--- src/rtl/mem_arb_pkg.sv ---
package mem_arb_pkg;
  localparam int GNT_COP  = 0;
  localparam int GNT_BLT  = 1;
  localparam int GNT_DMA0 = 2;

  // isolate the lowest set bit of a vector
  function automatic logic [31:0] lowest_one(input logic [31:0] v);
    return v & (~v + 32'd1);
  endfunction
endpackage

--- src/rtl/dma_pick.sv ---
module dma_pick #(
  parameter int N = 4
) (
  input  logic [N-1:0] req,
  output logic [N-1:0] oh
);
  logic [31:0] wide;
  always_comb begin
    wide = '0;
    wide[N-1:0] = req;
  end
  logic [31:0] picked;
  assign picked = mem_arb_pkg::lowest_one(wide);
  assign oh = picked[N-1:0];
endmodule

--- src/rtl/chip_arb.sv ---
module chip_arb #(
  parameter int N = 4,
  localparam int G = N + 3,
  localparam int CPU_BIT = N + 2
) (
  input  logic         clk,
  input  logic         rst_n,
  input  logic         rsv,
  input  logic         cop_req,
  input  logic         blt_req,
  input  logic [N-1:0] dma_req,
  input  logic         cpu_req,
  input  logic [N-1:0] dma_oh,
  output logic [G-1:0] gnt,
  output logic         idle,
  output logic         hold_live
);
  import mem_arb_pkg::*;
  logic [N-1:0] own_q, own_d;
  logic [G-1:0] gnt_d;

  assign hold_live = |(own_q & dma_req);

  always_comb begin
    gnt_d = '0;
    own_d = own_q & dma_req;
    if (rsv) begin
      gnt_d = '0;
    end else if (hold_live) begin
      gnt_d[GNT_DMA0 +: N] = own_q;
    end else if (cop_req) begin
      gnt_d[GNT_COP] = 1'b1;
    end else if (blt_req) begin
      gnt_d[GNT_BLT] = 1'b1;
    end else if (|dma_req) begin
      gnt_d[GNT_DMA0 +: N] = dma_oh;
      own_d = dma_oh;
    end else if (cpu_req) begin
      gnt_d[CPU_BIT] = 1'b1;
    end
  end

  always_ff @(posedge clk or negedge rst_n) begin
    if (!rst_n) begin
      gnt   <= '0;
      idle  <= 1'b1;
      own_q <= '0;
    end else begin
      gnt   <= gnt_d;
      idle  <= ~|gnt_d;
      own_q <= own_d;
    end
  end
endmodule

--- src/rtl/fast_arb.sv ---
module fast_arb #(
  parameter int N = 4,
  localparam int G = N + 1
) (
  input  logic         clk,
  input  logic         rst_n,
  input  logic [N-1:0] dma_oh,
  input  logic         any_dma,
  input  logic         cpu_req,
  output logic [G-1:0] gnt
);
  logic [G-1:0] gnt_d;
  always_comb begin
    gnt_d = '0;
    if (any_dma) gnt_d[N-1:0] = dma_oh;
    else if (cpu_req) gnt_d[N] = 1'b1;
  end
  always_ff @(posedge clk or negedge rst_n) begin
    if (!rst_n) gnt <= '0;
    else        gnt <= gnt_d;
  end
endmodule

--- src/rtl/shared_mem_arbiter.sv ---
module shared_mem_arbiter #(
  parameter int N_DMA = 4
) (
  input  logic             clk,
  input  logic             rst_n,
  input  logic             rsv_slot,
  input  logic             cop_req,
  input  logic             blt_req,
  input  logic [N_DMA-1:0] dma_req,
  input  logic             cpu_req,
  input  logic [N_DMA-1:0] fm_dma_req,
  input  logic             fm_cpu_req,
  output logic [N_DMA+2:0] bus_gnt,
  output logic             bus_idle,
  output logic [N_DMA:0]   fm_gnt
);
  logic [N_DMA-1:0] chip_oh, fast_oh;
  logic hold_live;

  dma_pick #(.N(N_DMA)) u_pick_chip (.req(dma_req),    .oh(chip_oh));
  dma_pick #(.N(N_DMA)) u_pick_fast (.req(fm_dma_req), .oh(fast_oh));

  chip_arb #(.N(N_DMA)) u_chip (
    .clk(clk), .rst_n(rst_n), .rsv(rsv_slot), .cop_req(cop_req),
    .blt_req(blt_req), .dma_req(dma_req), .cpu_req(cpu_req),
    .dma_oh(chip_oh), .gnt(bus_gnt), .idle(bus_idle), .hold_live(hold_live)
  );

  fast_arb #(.N(N_DMA)) u_fast (
    .clk(clk), .rst_n(rst_n), .dma_oh(fast_oh), .any_dma(|fm_dma_req),
    .cpu_req(fm_cpu_req), .gnt(fm_gnt)
  );
endmodule

--- config.mk ---
export PLATFORM = sky130hd
export DESIGN_NAME = shared_mem_arbiter
export DESIGN_NICKNAME = d
export VERILOG_FILES = /design/src/rtl/mem_arb_pkg.sv /design/src/rtl/dma_pick.sv /design/src/rtl/chip_arb.sv /design/src/rtl/fast_arb.sv /design/src/rtl/shared_mem_arbiter.sv
export SDC_FILE = /design/constraint.sdc
export NUM_CORES = 1
export LEC_CHECK = 0
export BUFFER_PORTS_ARGS = -buffer_cell sky130_fd_sc_hd__buf_2
export CAP_MARGIN = 0
export CELL_PAD_IN_SITES_DETAIL_PLACEMENT = 1
export CELL_PAD_IN_SITES_GLOBAL_PLACEMENT = 2
export CORE_ASPECT_RATIO = 0.9
export CORE_MARGIN = 2
export CORE_UTILIZATION = 24
export CTS_CLUSTER_DIAMETER = 120
export DETAILED_ROUTE_END_ITERATION = 12
export PLACE_DENSITY = 0.72
export SYNTH_ARGS = -nofsm -noshare
export SYNTH_HDL_FRONTEND = slang
export SYNTH_SLANG_ARGS = --single-unit
--- constraint.sdc ---
create_clock -name clk -period 1.8 [get_ports clk]
set_clock_uncertainty 0.05 [all_clocks]
set_input_delay 0.18 -clock clk [delete_from_list [all_inputs] [get_ports clk]]
set_output_delay 0.18 -clock clk [all_outputs]
set_load 0.02 [all_outputs]
==> impl_results.md <==
- Row cnt: 18
- IO Pins: 28
- I/O Buffers: 27
- Slowest cell on crit path: dfrtp_1
- Drt initial violations: 4
- Sw Pwr: 0.000187 W
- CP endpoint kind: flip-flop
- Yosys cell types: 25
- Pwr per Cell Area: 720 nW/µm²
- Filler Cell Count: 343
- WP data required: 1.97 ns
- Worst-path fanout max: 5
- DIE WIDTH: between 60 and 70 µm
- Core box area: around 2800 µm²
- Peak supply drop: 0.385 mV
- Final Max Tran Viols: 0
- GPL Wtd Cong: 0.711
- Slew HR: 70.3%
- Part of the power in registers: 56.9%
- FMAX: 797 MHz
- Int Pwr: 0.000517 W
- Global Route Usage Sum: 11.2%
- Area delta synth->final: 34.1%
- Sink Count: 17
- Area contributors post-synth: dfrtp_1, a221oi_4, dfstp_2
- Initial DRT Pass Iterations: 3
- Tcrit/Tclk final: 69.7%
- Routed WL per cell: 12.9 µm
- Power share of the clock group: 28.7%
- Largest net degree at the start of global routing: 18
- Status: finished clean
- Vias in the first global route: between 600 and 700
- Global-route wire length before repair: 2970 µm
- Most used flip-flop cell after synthesis: dfrtp_1
- Seq/Total Area, Yosys: 58.5%
- Synth Instances: between 60 and 70
- DRC viols: 0
- CP top delay family: flip-flops
- Layout Nets: 111
- Die Height: 56.3 µm
- Vias: about 600
- Layout cells sized above 1: 40.0%
- Setup TNS: 0 ns
- Minimum clock period: 1.26 ns
- Die area: ~3500 µm²
- Final hold violation count: 0
- CTS Buf Count: 3
- Fraction of registers with async set/reset: 100%
- Syn Nets: 76
- Sw Share: 26.6%
- Initial antenna violation count: 0
- Mean post-synth cell area: 12.0 µm²
- Worst-path clk slew: 0.10 ns
- GR Overflow Total: 0
- Final Setup Violations: 0
- EDFF count, synth: 0
- CP Class: flip-flop to flip-flop
- Clock latency at the later pin of the worst-skew pair: 0.29 ns
- Count leader, synth: dfrtp_1
- H-tree Lvls: 1
- Top cell types by occurrence after synthesis: dfrtp_1, a21oi_1, nand2_1, nor2b_1, o21ai_0
- Antenna Cells: 0
- FF+latch count, synth: 17
- Worst Max-Slew Pin Slew: 0.442 ns
- Biggest cell delay along the critical path: 0.46 ns
- Max Cap Violations: 0
- Leakage power: 0.451 nW
- Netlist Area Pre-Place: between 700 and 800 µm²
- Cell accounting for the most synthesized area: dfrtp_1
- Max Buffers Root-to-Sink: 2
- Yosys warns: 0
- CTS tree: built
- Post-synth top area share: 54.9%
- Startpoint Class: flip-flop
- Total Wirelength: roughly 1700 µm
- Hold Crit Class: input pin to flip-flop
- Final HPWL DP: between 1000 and 1500 µm
- Cell Chain, Critical Path: a221oi_4 > nand2_2 > nor3b_2
- Final Util: 34.8%
- Worst Path Arrival: 1.42 ns
- # Post-CTS Setup Buffers: 0
- Comb pwr share: 14.5%
- CP bufs+invs: 0
- Root buf cell: clkbuf_4
- RSZ-0062 raised after global routing: no
- Vias per cell: ~4.5
- Routed Antenna Nets: 0
- Initial Utilization: 25.9%
-- power groups by stage --
stage | Sequential, W | Clock (W) | Combinational (W)
2_1_floorplan | 0.000420 | 0 | 0.0000286
3_3_place_gp | 0.000407 | 0 | 0.0000948
5_1_grt | 0.000402 | 0.000238 | 0.000113
6_report | 0.000401 | 0.000202 | 0.000102
4_1_cts | 0.000401 | 0.000216 | 0.000102
3_5_place_dp | 0.000408 | 0 | 0.0000969
-- kinds of logic after synthesis --
logic type / Yosys count / share of synthesized area, %
AOI/OAI and AO/OA: 18 / 18.0
buffers and inverters: 1 / 0.514
and+or+nand+nor: 25 / 23.0
DFF: 17 / 58.5
-- layer usage --
layer	up-vias	track usage, %	part of all wire, %
li1	293	-	-
met1	285	14.4	48
met2	21	16.9	44
met3	2	5.41	7.1
met4	0	2.86	0.80
met5	-	0	0
-- flip-flops by register name (all words and copies together) (netlist names) --
register	flops
u_chip.own_q	4
u_chip.gnt	7
u_chip.idle	1
u_fast.gnt	5
-- layout make-up --
type	count	area [µm²]	share of cell area, %
Multi-Input combinational cell	43	299	30.6
Timing Repair Buffer	31	175	17.9
Clock buffer	3	22.5	2.30
Clock inverter	1	5.00	0.512
Sequential cell	17	427	43.6
Tap cell	40	50.0	5.12
-- placed cells by master, fill, tap and decap left out, types with 2 or more instances in the layout --
cell type / n
nor2_1: 3
nand4_1: 3
a22o_1: 2
clkbuf_4: 3
buf_2: 27
a21oi_1: 5
nor3b_2: 2
o21ai_1: 3
nor2b_1: 4
dlygate4sd3_1: 4
o21ai_0: 4
nand2_1: 4
dfrtp_1: 16
-- final timing paths --
check / startpoint / endpoint / slack (ns) / cells after the start
setup / recovery: u_chip.own_q[2] / u_chip.gnt[1] / 0.54 / 3
hold / removal: fm_dma_req[1] / u_fast.gnt[4] / 0.04 / 2
setup reg to reg: u_chip.own_q[2] / u_chip.gnt[1] / 0.54 / 3
hold reg to reg: u_chip.own_q[0] / u_chip.own_q[0] / 0.54 / 2
max in group asynchronous: rst_n / u_chip.idle / 1.10 / 2
min in group asynchronous: rst_n / u_chip.own_q[2] / 0.28 / 2
-- stage by stage --
step                total power (W)  area (µm²)  instances  hold WS [ns]  setup WS [ns]
global placement           0.000502         911        127        0.0685          0.605
detailed placement         0.000505         911        127        0.0790          0.548
finish                     0.000704         978        135        0.0352          0.545
global route               0.000753         978        135        0.0130          0.450
CTS                        0.000719         968        134      0.000543          0.528
floorplan                  0.000448         729         61        -0.166          0.666
-- timing repair --
action                                 4_1_cts  5_1_grt
gates resized for setup                      0        0
hold buffers                                 3        1
endpoints found under the hold margin       18        1
No activity file was read; power rests on OpenSTA's default activity.
